## config.mk

```make
export PLATFORM = sky130hd
export DESIGN_NAME = dmaq_level_dma
export DESIGN_NICKNAME = d
export VERILOG_FILES = /design/src/rtl/dmaq_pkg.sv /design/src/rtl/dmaq_ctrl_regs.sv /design/src/rtl/dmaq_req_window.sv /design/src/rtl/dmaq_xfer_fsm.sv /design/src/rtl/dmaq_level_dma.sv
export SDC_FILE = /design/constraint.sdc
export NUM_CORES = 1
export LEC_CHECK = 0
export BUFFER_PORTS_ARGS = -buffer_cell sky130_fd_sc_hd__buf_2
export CORE_UTILIZATION = 60
export DETAILED_ROUTE_END_ITERATION = 10
export PLACE_DENSITY = 0.85
export SLEW_MARGIN = 40
export SYNTH_ARGS = -nofsm -noshare
export SYNTH_HDL_FRONTEND = slang
export SYNTH_HIERARCHICAL = 1
export SYNTH_SLANG_ARGS = --single-unit
```

## constraint.sdc

```tcl
create_clock -name clk -period 4.83 [get_ports clk]
set_input_delay 0.966 -clock clk [delete_from_list [all_inputs] [get_ports clk]]
set_output_delay 0.966 -clock clk [all_outputs]
set_load 0.01 [all_outputs]
```

## src/rtl/dmaq_pkg.sv

```systemverilog
package dmaq_pkg;
  typedef enum logic [1:0] {ST_IDLE, ST_ARB, ST_RD, ST_WR} xfer_st_e;

  localparam logic [1:0] REG_CTRL = 2'd0;
  localparam logic [1:0] REG_SRC  = 2'd1;
  localparam logic [1:0] REG_DST  = 2'd2;
  localparam logic [1:0] REG_CNT  = 2'd3;

  localparam int CTRL_RUN  = 0;
  localparam int CTRL_LVL  = 1;
  localparam int CTRL_SINC = 2;
  localparam int CTRL_DINC = 3;
endpackage

```

## src/rtl/dmaq_ctrl_regs.sv

```systemverilog
module dmaq_ctrl_regs
  import dmaq_pkg::*;
#(
  parameter int AW   = 16,
  parameter int CW   = 16,
  parameter int STEP = 2
) (
  input  logic          clk,
  input  logic          rst_n,
  input  logic          cfg_wr,
  input  logic [1:0]    cfg_addr,
  input  logic [AW-1:0] cfg_wdata,
  input  logic          xfer_step,
  output logic          en_q,
  output logic          lvl_q,
  output logic          en_start,
  output logic          en_stop,
  output logic          last,
  output logic [AW-1:0] src_q,
  output logic [AW-1:0] dst_q
);
  localparam logic [AW-1:0] STEP_W = AW'(STEP);
  localparam logic [CW-1:0] ONE_C  = CW'(1);

  logic          sinc_q, dinc_q;
  logic          en_d, lvl_d, sinc_d, dinc_d;
  logic [AW-1:0] src_d, dst_d;
  logic [CW-1:0] cnt_q, cnt_d;
  logic          wr_ctrl, wr_src, wr_dst, wr_cnt;

  assign wr_ctrl = cfg_wr && (cfg_addr == REG_CTRL);
  assign wr_src  = cfg_wr && (cfg_addr == REG_SRC);
  assign wr_dst  = cfg_wr && (cfg_addr == REG_DST);
  assign wr_cnt  = cfg_wr && (cfg_addr == REG_CNT);
  assign last    = (cnt_q == ONE_C);

  always_comb begin
    en_d   = en_q;
    lvl_d  = lvl_q;
    sinc_d = sinc_q;
    dinc_d = dinc_q;
    if (wr_ctrl) begin
      en_d   = cfg_wdata[CTRL_RUN];
      lvl_d  = cfg_wdata[CTRL_LVL];
      sinc_d = cfg_wdata[CTRL_SINC];
      dinc_d = cfg_wdata[CTRL_DINC];
    end else if (xfer_step && last) begin
      en_d = 1'b0;
    end
  end

  assign en_start = !en_q && en_d;
  assign en_stop  = en_q && !en_d;

  always_comb begin
    src_d = src_q;
    dst_d = dst_q;
    cnt_d = cnt_q;
    if (wr_src) src_d = cfg_wdata;
    else if (xfer_step && sinc_q) src_d = src_q + STEP_W;
    if (wr_dst) dst_d = cfg_wdata;
    else if (xfer_step && dinc_q) dst_d = dst_q + STEP_W;
    if (wr_cnt) cnt_d = cfg_wdata[CW-1:0];
    else if (xfer_step) cnt_d = cnt_q - ONE_C;
  end

  always_ff @(posedge clk or negedge rst_n) begin
    if (!rst_n) begin
      en_q   <= 1'b0;
      lvl_q  <= 1'b0;
      sinc_q <= 1'b0;
      dinc_q <= 1'b0;
      src_q  <= '0;
      dst_q  <= '0;
      cnt_q  <= '0;
    end else begin
      en_q   <= en_d;
      lvl_q  <= lvl_d;
      sinc_q <= sinc_d;
      dinc_q <= dinc_d;
      src_q  <= src_d;
      dst_q  <= dst_d;
      cnt_q  <= cnt_d;
    end
  end
endmodule

```

## src/rtl/dmaq_req_window.sv

```systemverilog
module dmaq_req_window (
  input  logic clk,
  input  logic rst_n,
  input  logic dreq_n,
  input  logic en_q,
  input  logic lvl_q,
  input  logic en_start,
  input  logic en_stop,
  input  logic act,
  input  logic xfer_step,
  output logic acc_open,
  output logic held
);
  logic open_d, held_d, sample_lo;

  assign sample_lo = acc_open && lvl_q && en_q && !dreq_n;

  always_comb begin
    open_d = acc_open;
    if (en_start)       open_d = 1'b1;
    else if (en_stop)   open_d = 1'b0;
    else if (act)       open_d = 1'b0;
    else if (xfer_step) open_d = 1'b1;
  end

  always_comb begin
    held_d = held;
    if (en_stop || act) held_d = 1'b0;
    else if (sample_lo) held_d = 1'b1;
  end

  always_ff @(posedge clk or negedge rst_n) begin
    if (!rst_n) begin
      acc_open <= 1'b0;
      held     <= 1'b0;
    end else begin
      acc_open <= open_d;
      held     <= held_d;
    end
  end
endmodule

```

## src/rtl/dmaq_xfer_fsm.sv

```systemverilog
module dmaq_xfer_fsm
  import dmaq_pkg::*;
#(
  parameter int AW = 16
) (
  input  logic          clk,
  input  logic          rst_n,
  input  logic          en_q,
  input  logic          held,
  input  logic          last,
  input  logic [AW-1:0] src_q,
  input  logic [AW-1:0] dst_q,
  input  logic          bus_gnt,
  input  logic [AW-1:0] bus_rdata,
  output logic          act,
  output logic          xfer_step,
  output logic          busy,
  output logic          done,
  output logic          bus_req,
  output logic          bus_rd,
  output logic          bus_wr,
  output logic [AW-1:0] bus_addr,
  output logic [AW-1:0] bus_wdata
);
  xfer_st_e      st_q, st_d;
  logic [AW-1:0] data_q;
  logic          data_en, done_d;

  assign act       = (st_q == ST_IDLE) && held && en_q;
  assign xfer_step = (st_q == ST_WR);
  assign data_en   = (st_q == ST_RD);
  assign done_d    = xfer_step && last;

  always_comb begin
    st_d = st_q;
    unique case (st_q)
      ST_IDLE: if (act) st_d = ST_ARB;
      ST_ARB:  if (bus_gnt) st_d = ST_RD;
      ST_RD:   st_d = ST_WR;
      ST_WR:   st_d = ST_IDLE;
      default: st_d = ST_IDLE;
    endcase
  end

  always_ff @(posedge clk or negedge rst_n) begin
    if (!rst_n) begin
      st_q <= ST_IDLE;
      done <= 1'b0;
    end else begin
      st_q <= st_d;
      done <= done_d;
    end
  end

  always_ff @(posedge clk or negedge rst_n) begin
    if (!rst_n) data_q <= '0;
    else if (data_en) data_q <= bus_rdata;
  end

  assign busy      = (st_q != ST_IDLE);
  assign bus_req   = busy;
  assign bus_rd    = (st_q == ST_RD);
  assign bus_wr    = (st_q == ST_WR);
  assign bus_addr  = bus_rd ? src_q : (bus_wr ? dst_q : '0);
  assign bus_wdata = bus_wr ? data_q : '0;
endmodule

```

## src/rtl/dmaq_level_dma.sv

```systemverilog
module dmaq_level_dma #(
  parameter int AW   = 16,
  parameter int CW   = 16,
  parameter int STEP = 2
) (
  input  logic          clk,
  input  logic          rst_n,
  input  logic          cfg_wr,
  input  logic [1:0]    cfg_addr,
  input  logic [AW-1:0] cfg_wdata,
  input  logic          dreq_n,
  output logic          bus_req,
  input  logic          bus_gnt,
  output logic [AW-1:0] bus_addr,
  output logic          bus_rd,
  output logic          bus_wr,
  input  logic [AW-1:0] bus_rdata,
  output logic [AW-1:0] bus_wdata,
  output logic          done
);
  logic          en_q, lvl_q, en_start, en_stop, last;
  logic          act, xfer_step, busy, acc_open, held;
  logic [AW-1:0] src_q, dst_q;

  dmaq_ctrl_regs #(.AW(AW), .CW(CW), .STEP(STEP)) u_regs (
    .clk(clk), .rst_n(rst_n), .cfg_wr(cfg_wr), .cfg_addr(cfg_addr),
    .cfg_wdata(cfg_wdata), .xfer_step(xfer_step), .en_q(en_q), .lvl_q(lvl_q),
    .en_start(en_start), .en_stop(en_stop), .last(last),
    .src_q(src_q), .dst_q(dst_q)
  );

  dmaq_req_window u_win (
    .clk(clk), .rst_n(rst_n), .dreq_n(dreq_n), .en_q(en_q), .lvl_q(lvl_q),
    .en_start(en_start), .en_stop(en_stop), .act(act), .xfer_step(xfer_step),
    .acc_open(acc_open), .held(held)
  );

  dmaq_xfer_fsm #(.AW(AW)) u_fsm (
    .clk(clk), .rst_n(rst_n), .en_q(en_q), .held(held), .last(last),
    .src_q(src_q), .dst_q(dst_q), .bus_gnt(bus_gnt), .bus_rdata(bus_rdata),
    .act(act), .xfer_step(xfer_step), .busy(busy), .done(done),
    .bus_req(bus_req), .bus_rd(bus_rd), .bus_wr(bus_wr),
    .bus_addr(bus_addr), .bus_wdata(bus_wdata)
  );
endmodule

```

==> Word level (Yosys, flattened, before mapping) <==
Cells that the tools add are included.
{ "totals": {"mem_bits_ro": 0, "ramBits": 0, "mem_count": 0, "in_bits": 39, "ff_bits": 73, "elab_cells": 71, "latchBits": 0} }
{ "classes": {"mul": 0, "mux": 20, "order_cmp": 0, "eq_ne": 9, "div": 0, "addsub": 3, "n_bitwise": 0, "n_reduce_logical": 27, "shifts": 0} }
{ "ops": {"columns": ["cell", "count"], "rows": [
  ["two-way mux 16 bit", 9],
  ["adder 16 x 2 -> 16 bit, second input constant", 2],
  ["== test 16 x 1 -> 1 bit, second input constant", 1],
  ["subtractor 16 x 1 -> 16 bit, second input constant", 1],
  ["logical AND 1 bit", 14],
  ["nonzero test 2 bit", 5],
  ["== test 2 bit, second input constant", 4],
  ["two-way mux 1 bit", 8],
  ["one-hot mux 2 bit (4 select lines)", 1],
  ["== test 2 x 1 -> 1 bit, second input constant", 2],
  ["zero test 2 bit", 2],
  ["two-way mux 2 bit", 2],
  ["!= test 2 bit, second input constant", 2],
  ["nonzero test 4 bit", 1],
  ["zero test 1 bit", 3],
  ["AND reduction 2 bit", 1],
  ["logical OR 1 bit", 1]
]} }

==> Logic depth before layout (Yosys ltp) <==
Gate-level depths: netlist of run 1.
{ "logic_depth": {"ltp_word": 8, "ltp_mapped": 8, "depth_no_buf": 6} }

==> Cells and area by module <==
The synthesis of run 1 kept the hierarchy.
{ "by_module_without_submodules": {"columns": ["module", "seq_area_each_um2", "cells_each", "area_each_um2", "n_inst"], "rows": [
  ["dmaq_ctrl_regs", 1301.2, 312, 2811.4, 1],
  ["dmaq_xfer_fsm", 475.5, 94, 1123.6, 1],
  ["dmaq_req_window", 50.0, 8, 90.1, 1]
]} }

==> Least setup slack after synthesis of run 1 <==
No wires, ideal clock.
{ "synth_path": {"path_kind": "reg2out", "startpoint": "reg u_fsm.st_q[0]", "endpoint": "out bus_addr[14]", "required_time_ns": 3.864, "arrival_time_ns": 1.317, "n_path_buf": 2, "setup_slack_ns": 2.547, "path_stages_with_launch": 6, "path_cell_list": "dfrtp_1 -> inv_1 -> ha_1 -> buf_4 -> buf_2 -> o21ai_0"} }
{ "synth_via": {"word_cells_on_any_way": 4} }
{ "synth_rtl": {"columns": ["item", "line", "rtl"], "rows": [
  ["start: declaration", "dmaq_xfer_fsm.sv:25", "xfer_st_e st_q, st_d;"],
  ["start signal: assignment", "dmaq_xfer_fsm.sv:50", "st_q <= st_d;"],
  ["== test 2 bit", "dmaq_xfer_fsm.sv:62", "assign bus_rd = (st_q == ST_RD);"],
  ["net bus_rd", "dmaq_level_dma.sv:15", "output logic bus_rd,"],
  ["two-way mux 16 bit", "dmaq_xfer_fsm.sv:64", "assign bus_addr = bus_rd ? src_q : (bus_wr ? dst_q : '0);"],
  ["end: declaration", "dmaq_level_dma.sv:14", "output logic [AW-1:0] bus_addr,"]
]} }
The timed path passes the listed nets, and every way through them passes these cells.

==> Worst setup path in the final report of run 1 <==
{ "layout_path": {"startpoint": "reg u_fsm.st_q[1]", "endpoint": "out bus_addr[11]"} }
{ "layout_via": {"elab_chain_cells": 3, "word_cells_on_any_way": 4} }
{ "layout_rtl": {"columns": ["item", "line", "rtl"], "rows": [
  ["== test 2 bit", "dmaq_xfer_fsm.sv:63", "assign bus_wr = (st_q == ST_WR);"],
  ["two-way mux 16 bit", "dmaq_xfer_fsm.sv:64", null],
  ["two-way mux 16 bit *", "dmaq_xfer_fsm.sv:64", null]
]} }
Every way passes the cells marked *; elsewhere a longest branch is shown, timed or not.

==> results of run 1 <==
==> power by group <==
part / total, µW / switching, µW / leakage [µW] / internal (µW)
registers: 1050 / 214 / 0.000837 / 838
logic: 1160 / 596 / 0.00112 / 560
clock network: 402 / 210 / 0.0000782 / 192
total: 2610 / 1020 / 0.00204 / 1590
==> area by class of cell <==
cell class	count	area (µm²)
Sequential cell	73	1827
Tap cell	77	96.34
Timing Repair Buffer	81	429.2
Inverter	16	60.06
Fill cell	480	1843
Multi-Input combinational cell	303	2017
Clock buffer	12	145.1
Clock inverter	1	5.005
==> layout by cell type (no fill, tap or decap), types with 2 or more instances in the layout <==
master	count
sky130_fd_sc_hd__inv_1	16
sky130_fd_sc_hd__o21ai_0	7
sky130_fd_sc_hd__or3b_1	2
sky130_fd_sc_hd__nor2_1	52
sky130_fd_sc_hd__or4_1	3
sky130_fd_sc_hd__nand2_1	27
sky130_fd_sc_hd__nor2b_1	2
sky130_fd_sc_hd__and2_1	10
sky130_fd_sc_hd__xnor2_1	35
sky130_fd_sc_hd__nand3_1	10
sky130_fd_sc_hd__o41ai_1	2
sky130_fd_sc_hd__a21oi_1	29
sky130_fd_sc_hd__buf_2	73
sky130_fd_sc_hd__ha_1	9
sky130_fd_sc_hd__a22o_1	5
sky130_fd_sc_hd__mux2_2	22
sky130_fd_sc_hd__xor2_1	3
sky130_fd_sc_hd__nand4b_1	2
sky130_fd_sc_hd__nor3_1	10
sky130_fd_sc_hd__buf_4	7
sky130_fd_sc_hd__or2_2	2
sky130_fd_sc_hd__clkbuf_8	10
sky130_fd_sc_hd__o31ai_1	3
sky130_fd_sc_hd__a31oi_1	4
sky130_fd_sc_hd__nand4_1	7
sky130_fd_sc_hd__clkbuf_1	2
sky130_fd_sc_hd__or3_1	2
sky130_fd_sc_hd__nand3b_1	3
sky130_fd_sc_hd__dfrtp_1	73
sky130_fd_sc_hd__mux2i_1	4
sky130_fd_sc_hd__a22o_2	10
sky130_fd_sc_hd__nor4_1	13
sky130_fd_sc_hd__o21ai_1	7
sky130_fd_sc_hd__and2_2	7
==> metal layers <==
metal	vias up	wire length (µm)	global-route usage [%]
met5	-	0	0
met4	0	146	9.404
met3	16	534	6.429
met2	119	4628	45.90
met1	1639	4231	38.98
li1	1567	-	-
==> stage by stage <==
stage	setup WS, ns	power [µW]	util, %	hold WS (ns)
after floorplan	2.547	1862	-	0.4725
after global placement	2.023	2128	68.32	0.4803
after detailed placement	1.931	2194	68.93	0.4878
after CTS	1.557	2600	71.26	0.5038
after global routing	1.380	2780	71.30	0.5136
final	1.510	2610	71.30	0.5071
==> sequential cells by signal, indices dropped and copies added, names as in the netlist <==
signal	cells
u_regs/en_q	1
u_regs/dinc_q	1
u_fsm/st_q	2
u_regs/lvl_q	1
u_fsm/done	1
u_regs/sinc_q	1
u_win/held	1
u_regs/cnt_q	16
u_fsm/data_q	16
u_regs/src_q	16
u_win/acc_open	1
u_regs/dst_q	16
==> final timing paths <==
check / start / endpoint / slack (ns) / cells after the start
max: u_fsm/st_q[1] / bus_addr[11] / 1.51 / 5
min: u_fsm/data_q[12] / u_fsm/data_q[12] / 0.51 / 1
max reg2reg: u_fsm/st_q[1] / u_regs/cnt_q[15] / 2.09 / 6
min reg2reg: u_fsm/data_q[12] / u_fsm/data_q[12] / 0.51 / 1
max in group asynchronous: rst_n / u_fsm/data_q[0] / 3.40 / 2
min in group asynchronous: rst_n / u_fsm/data_q[10] / 0.57 / 1
==> tab_implementation.tex, run 1 <==
\begin{tabular}{lr}
\hline
Metric & Value \\
\hline
\multicolumn{2}{l}{\textbf{Setup path}} \\
\quad Sum of buffers and inverters on the critical path & 2 \\
\quad Setup Crit Path Kind & register to output pin \\
\quad Crit path DAT & 2.35 ns \\
\quad Delay of the slowest critical-path stage & 0.54 ns \\
\quad Cells traversed along the worst timing path & ha\_1, buf\_4, nor2b\_4, a22o\_2, buf\_2 \\
\quad Max Fanout on Critical Path & 20 \\
\quad Gate family responsible for the most delay along the worst path & adder cells \\
\quad Required time worst endpoint & 3.86 ns \\
\quad CP endpoint kind & output pin \\
\quad Startpoint Class & register \\
\quad Library cell contributing the largest single delay on the critical path & sky130\_fd\_sc\_hd\_\_ha\_1 \\
\multicolumn{2}{l}{\textbf{Pwr}} \\
\quad Cell area power density & 569.8 nW/µm² \\
\quad Static Leak & 0.002036 µW \\
\quad Worst voltage drop across the vdd grid & 0.2157 mV \\
\multicolumn{2}{l}{\textbf{STA}} \\
\quad Setup repair after global routing missed its margin & false \\
\quad Number of slew-limit violations in the final report & 0 \\
\quad Least-Margin Pin Slew & 0.7768 ns \\
\quad Setup tns final & 0 ns \\
\quad Final count of hold timing violations & 0 \\
\quad Worst clock skew & 0.01021 ns \\
\quad Setup-failing EPs final & 0 \\
\quad Final period util & 68.74\% \\
\quad Crit path time final & 3.320 ns \\
\quad Worst relative slew slack & 48.21\% \\
\quad Highest clock rate & 301.2 MHz \\
\multicolumn{2}{l}{\textbf{GRT}} \\
\quad Antenna violations before repair & 0 \\
\quad Pin count of the biggest net entering global routing & 39 \\
\quad Wire length of the first global-routing pass & 15580 µm \\
\quad Vias in the first global route & 3226 \\
\quad Gr usage total & 28.71\% \\
\quad Overall overflow remaining after global route & 0 \\
\multicolumn{2}{l}{\textbf{Die}} \\
\quad Die outline height & 83.83 µm \\
\quad Die area & 7027 µm² \\
\quad Num ports & 75 \\
\quad Number of rows in the core area & 29 \\
\quad Effective utilization at floorplan & 62.56\% \\
\quad Area of the core & 6422 µm² \\
\quad Die X-Extent & 83.83 µm \\
\multicolumn{2}{l}{\textbf{Route}} \\
\quad WL final & 9540 µm \\
\quad ANT nets after route & 0 \\
\quad DRC violations left & 10 \\
\quad Routed wirelength normalized by instance count & 16.94 µm \\
\quad Count of routing violations after the opening detailed-route iteration & 340 \\
\quad Vias/cell & 5.934 \\
\quad Vias & 3341 \\
\quad Detailed-router iteration count before antenna repair & 9 \\
\multicolumn{2}{l}{\textbf{Synthesis}} \\
\quad Number of nets produced by synthesis & 461 \\
\quad Yosys warnings & 6 \\
\quad Cell count after synthesis & 413 \\
\quad Avg Cell Area, Syn & 9.728 µm² \\
\quad Cell area after technology mapping & 4018 µm² \\
\multicolumn{2}{l}{\textbf{Status}} \\
\quad Status & finished, violations left \\
\quad Violations in the final reports & design-rule violations \\
\multicolumn{2}{l}{\textbf{CTS}} \\
\quad CTS Buf Count & 9 \\
\quad CTS root buf & sky130\_fd\_sc\_hd\_\_clkbuf\_8 \\
\quad Clk pin slew, worst setup/hold paths & 0.07 ns \\
\quad Clock latency on the worst-skew pair & 0.35 ns \\
\quad Postcts setup bufs & 0 \\
\quad Post-CTS Resized & 0 \\
\quad Total number of H-tree levels & 3 \\
\quad Number of buffers between clock root and the deepest sink & 2 \\
\quad Number of hold buffers added after CTS & 0 \\
\quad Clock net sink count & 73 \\
\quad TritonCTS clock tree & built \\
\multicolumn{2}{l}{\textbf{Cells and area}} \\
\quad Layout Cell Area excl Fill & 4579 µm² \\
\quad Area growth, synth to finish & 13.98\% \\
\quad Final Non-Filler Cells & 563 \\
\quad Number of nets at the end of the flow & 532 \\
\quad N\_diodes & 0 \\
\quad Fraction of layout cells with a size suffix above 1 & 28.40\% \\
\multicolumn{2}{l}{\textbf{Flow run}} \\
\quad Number of maximum-capacitance violations & 0 \\
\multicolumn{2}{l}{\textbf{Placement}} \\
\quad Port Buffer Count & 74 \\
\quad \# placed instances & 550 \\
\quad Cell area after placement & 4427 µm² \\
\quad Post-DP HPWL & 6820 µm \\
\quad GP Congestion & 0.9048 \\
\multicolumn{2}{l}{\textbf{Hold path}} \\
\quad Hold crit path type & register to register \\
\hline
\end{tabular}
(Power assumes the default switching activity.)
==> run 2: changes to the inputs <==
- ABC_AREA: default -> 1
- CORE_UTILIZATION: 60 -> 52
- PLACE_DENSITY: 0.85 -> 0.77
- clock period: 4.83 -> 2.67 ns (I/O delays scaled with it)
==> tab_implementation.tex, run 2 <==
\begin{tabular}{lr}
\hline
Metric & Value \\
\hline
\multicolumn{2}{l}{\textbf{Pwr}} \\
\quad Switching power share of the total & 45.24\% (was 39.09\%) \\
\quad Internal power summed over all cells & 3004 µW (was 1589 µW) \\
\quad Worst voltage drop across the vdd grid & 0.6155 mV (was 0.2157 mV) \\
\quad Cell area power density & 1032 nW/µm² (was 569.8 nW/µm²) \\
\quad Total chip power & 5485 µW (was 2610 µW) \\
\quad Switching power & 2481 µW (was 1020 µW) \\
\quad Sequential cell fraction of total power & 37.3\% (was 40.3\%) \\
\quad Static Leak & 0.002983 µW (was 0.002036 µW) \\
\quad Combinational cell fraction of total power & 44.9\% (was 44.3\%) \\
\quad Part of the total power dissipated in the clock network & 17.8\% (was 15.4\%) \\
\multicolumn{2}{l}{\textbf{STA}} \\
\quad Setup-failing EPs final & 0 (unchanged) \\
\quad Setup tns final & 0 ns (unchanged) \\
\quad Setup repair after global routing missed its margin & false (unchanged) \\
\quad Number of slew-limit violations in the final report & 0 (unchanged) \\
\quad Final count of hold timing violations & 0 (unchanged) \\
\quad Least-Margin Pin Slew & 0.6306 ns (was 0.7768 ns) \\
\quad Worst clock skew & 0.01461 ns (was 0.01021 ns) \\
\quad WHS & 0.1881 ns (was 0.5071 ns) \\
\quad Worst relative slew slack & 57.96\% (was 48.21\%) \\
\quad Crit path time final & 2.396 ns \\
\quad Highest clock rate & 417.4 MHz \\
\quad Final period util & 89.73\% \\
\multicolumn{2}{l}{\textbf{GRT}} \\
\quad Pin count of the biggest net entering global routing & 35 (was 39) \\
\quad Wire length of the first global-routing pass & 20380 µm (was 15580 µm) \\
\quad Gr usage total & 26.54\% (was 28.71\%) \\
\quad Antenna violations before repair & 0 (unchanged) \\
\quad Vias in the first global route & 4414 (was 3226) \\
\quad Overall overflow remaining after global route & 0 (unchanged) \\
\multicolumn{2}{l}{\textbf{Setup path}} \\
\quad Library cell contributing the largest single delay on the critical path & sky130\_fd\_sc\_hd\_\_dfrtp\_1 (was sky130\_fd\_sc\_hd\_\_ha\_1) \\
\quad Worst Reg-to-Reg Cells & 8 (was 6) \\
\quad Crit Reg-Reg Startpoint & u\_fsm/st\_q[1] (unchanged) \\
\quad Setup Crit Path Kind & register to output pin (unchanged) \\
\quad CP endpoint kind & output pin (unchanged) \\
\quad Max Fanout on Critical Path & 34 (was 20) \\
\quad Startpoint Class & register (unchanged) \\
\quad Reg2Reg Setup Slack & 0.88 ns (was 2.09 ns) \\
\quad Required time worst endpoint & 2.14 ns (was 3.86 ns) \\
\quad Crit path DAT & 1.86 ns (was 2.35 ns) \\
\quad Delay of the slowest critical-path stage & 0.42 ns (was 0.54 ns) \\
\quad Cells traversed along the worst timing path & inv\_1, ha\_1, buf\_4, inv\_8, nand3\_1, nand2\_1, buf\_2 (was ha\_1, buf\_4, nor2b\_4, a22o\_2, buf\_2) \\
\quad Reg-to-Reg End & u\_regs/dst\_q[10] (was u\_regs/cnt\_q[15]) \\
\multicolumn{2}{l}{\textbf{CTS}} \\
\quad Post-CTS Resized & 0 (unchanged) \\
\quad Number of buffers between clock root and the deepest sink & 2 (unchanged) \\
\quad Postcts setup bufs & 0 (unchanged) \\
\quad Total number of H-tree levels & 3 (unchanged) \\
\quad Clock latency on the worst-skew pair & 0.36 ns (was 0.35 ns) \\
\quad CTS Buf Count & 9 (unchanged) \\
\quad Clk pin slew, worst setup/hold paths & 0.08 ns (was 0.07 ns) \\
\quad Number of hold buffers added after CTS & 0 (unchanged) \\
\quad TritonCTS clock tree & built (unchanged) \\
\quad Clock net sink count & 73 (unchanged) \\
\quad CTS root buf & sky130\_fd\_sc\_hd\_\_clkbuf\_8 (unchanged) \\
\multicolumn{2}{l}{\textbf{Die}} \\
\quad Effective utilization at floorplan & 53.66\% (was 62.56\%) \\
\quad Number of rows in the core area & 34 (was 29) \\
\quad Die outline height & 96.87 µm (was 83.83 µm) \\
\quad Area of the core & 8721 µm² (was 6422 µm²) \\
\quad Die area & 9383 µm² (was 7027 µm²) \\
\quad Num ports & 75 (unchanged) \\
\quad Die X-Extent & 96.87 µm (was 83.83 µm) \\
\multicolumn{2}{l}{\textbf{Route}} \\
\quad Routed wirelength normalized by instance count & 13.78 µm (was 16.94 µm) \\
\quad Vias/cell & 5.341 (was 5.934) \\
\quad ANT nets after route & 0 (unchanged) \\
\quad Vias & 4540 (was 3341) \\
\quad WL final & 11710 µm (was 9540 µm) \\
\quad Detailed-router iteration count before antenna repair & 5 (was 9) \\
\quad Count of routing violations after the opening detailed-route iteration & 307 (was 340) \\
\quad DRC violations left & 0 (was 10) \\
\multicolumn{2}{l}{\textbf{Cells and area}} \\
\quad FF/Latch Area & 1827 µm² (unchanged) \\
\quad Fraction of layout cells with a size suffix above 1 & 16.98\% (was 28.40\%) \\
\quad Area of combinational cells with multiple inputs & 2297 µm² (was 2017 µm²) \\
\quad N\_diodes & 0 (unchanged) \\
\quad Final Non-Filler Cells & 850 (was 563) \\
\quad Layout Cell Area excl Fill & 5315 µm² (was 4579 µm²) \\
\quad Layout filler cell count & 778 (was 480) \\
\quad Number of nets at the end of the flow & 785 (was 532) \\
\quad Top library cells by usage in the layout, fill and taps aside & sky130\_fd\_sc\_hd\_\_nand2\_1, sky130\_fd\_sc\_hd\_\_inv\_1, sky130\_fd\_sc\_hd\_\_buf\_2, sky130\_fd\_sc\_hd\_\_dfrtp\_1, sky130\_fd\_sc\_hd\_\_nand3\_1 (was sky130\_fd\_sc\_hd\_\_buf\_2, sky130\_fd\_sc\_hd\_\_dfrtp\_1, sky130\_fd\_sc\_hd\_\_nor2\_1, sky130\_fd\_sc\_hd\_\_xnor2\_1, sky130\_fd\_sc\_hd\_\_a21oi\_1) \\
\quad Most common cell after layout, fill and taps aside & sky130\_fd\_sc\_hd\_\_nand2\_1 \\
\quad Area growth, synth to finish & 13.58\% (was 13.98\%) \\
\multicolumn{2}{l}{\textbf{Placement}} \\
\quad Port Buffer Count & 74 (unchanged) \\
\quad Cell area after placement & 5096 µm² (was 4427 µm²) \\
\quad GP Congestion & 0.9436 (was 0.9048) \\
\quad \# placed instances & 834 (was 550) \\
\quad Post-DP HPWL & 8698 µm (was 6820 µm) \\
\multicolumn{2}{l}{\textbf{Flow run}} \\
\quad Number of maximum-capacitance violations & 0 (unchanged) \\
\multicolumn{2}{l}{\textbf{Hold path}} \\
\quad Hold crit path type & primary input to asynchronous set/reset pin (was register to register) \\
\multicolumn{2}{l}{\textbf{Status}} \\
\quad Status & complete, no violations (was finished, violations left) \\
\multicolumn{2}{l}{\textbf{Synthesis}} \\
\quad Number of nets produced by synthesis & 711 (was 461) \\
\quad Yosys warnings & 6 (unchanged) \\
\quad Cell count after synthesis & 663 (was 413) \\
\quad Cell area after technology mapping & 4679 µm² (was 4018 µm²) \\
\quad Avg Cell Area, Syn & 7.058 µm² (was 9.728 µm²) \\
\hline
\end{tabular}
## run 2: changes by cell type in the layout (fill, tap and decap cells not counted), sizes merged, moves of 17 or more
cell,change
inv,+90
mux2,-22
a21oi,-20
and2,-17
nand2,+220
xnor2,-33
nand3,+59
## run 2: worst max-delay path by stage
stage / from / end / slack, ns / cells past startpoint
finish: u_fsm/st_q[0] / bus_addr[12] / 0.27 / 7
floorplan: u_fsm/st_q[0] / bus_addr[11] / 0.96 / 7
global route: u_fsm/st_q[0] / bus_addr[12] / 0.12 / 7
global placement: u_fsm/st_q[0] / bus_addr[0] / 0.70 / 7
detailed placement: u_fsm/st_q[0] / bus_addr[12] / 0.64 / 7
CTS: u_fsm/st_q[0] / bus_addr[12] / 0.24 / 7
## run 2: critical path, delay by kind of cell (launching register included)
family	cells	cell delay [ns]
DFF	1	0.42
buffers and inverters	4	0.75
adders and majority gates	1	0.15
and+or+nand+nor	2	0.16
## run 2: per-stage QoR
stage / setup slack, ns / utilization, %
2_1_floorplan: 0.9604 / -
3_3_place_gp: 0.7002 / 58.44
3_5_place_dp: 0.6398 / 58.44
4_1_cts: 0.2369 / 60.95
5_1_grt: 0.1238 / 60.95
6_report: 0.2742 / 60.95
## run 2: final cells by class
| type | instances | area share (%) |
|---|---|---|
| multi-input combinational | 467 | 43.22 |
| clock buffer | 10 | 2.401 |
| tap | 108 | 2.542 |
| clock inverter | 6 | 1.718 |
| timing repair buffer | 81 | 8.192 |
| sequential | 73 | 34.37 |
| inverter | 105 | 7.556 |
## run 2: power by group through the flow
stage,clock network (µW),registers (µW),logic (µW)
floorplan,0,1930,1960
global route,1040,2120,2800
detailed placement,0,2050,2460
finish,978,2040,2460
CTS,991,2040,2470
global placement,0,2030,2360
## run 2: metal layers
layer  part of all wire (%)  wire (µm)  track usage, %
met5                      0          0               0
met4                    1.3        153           7.922
met3                    8.0        942           5.130
met2                     48       5575           44.10
met1                     43       5042           35.13
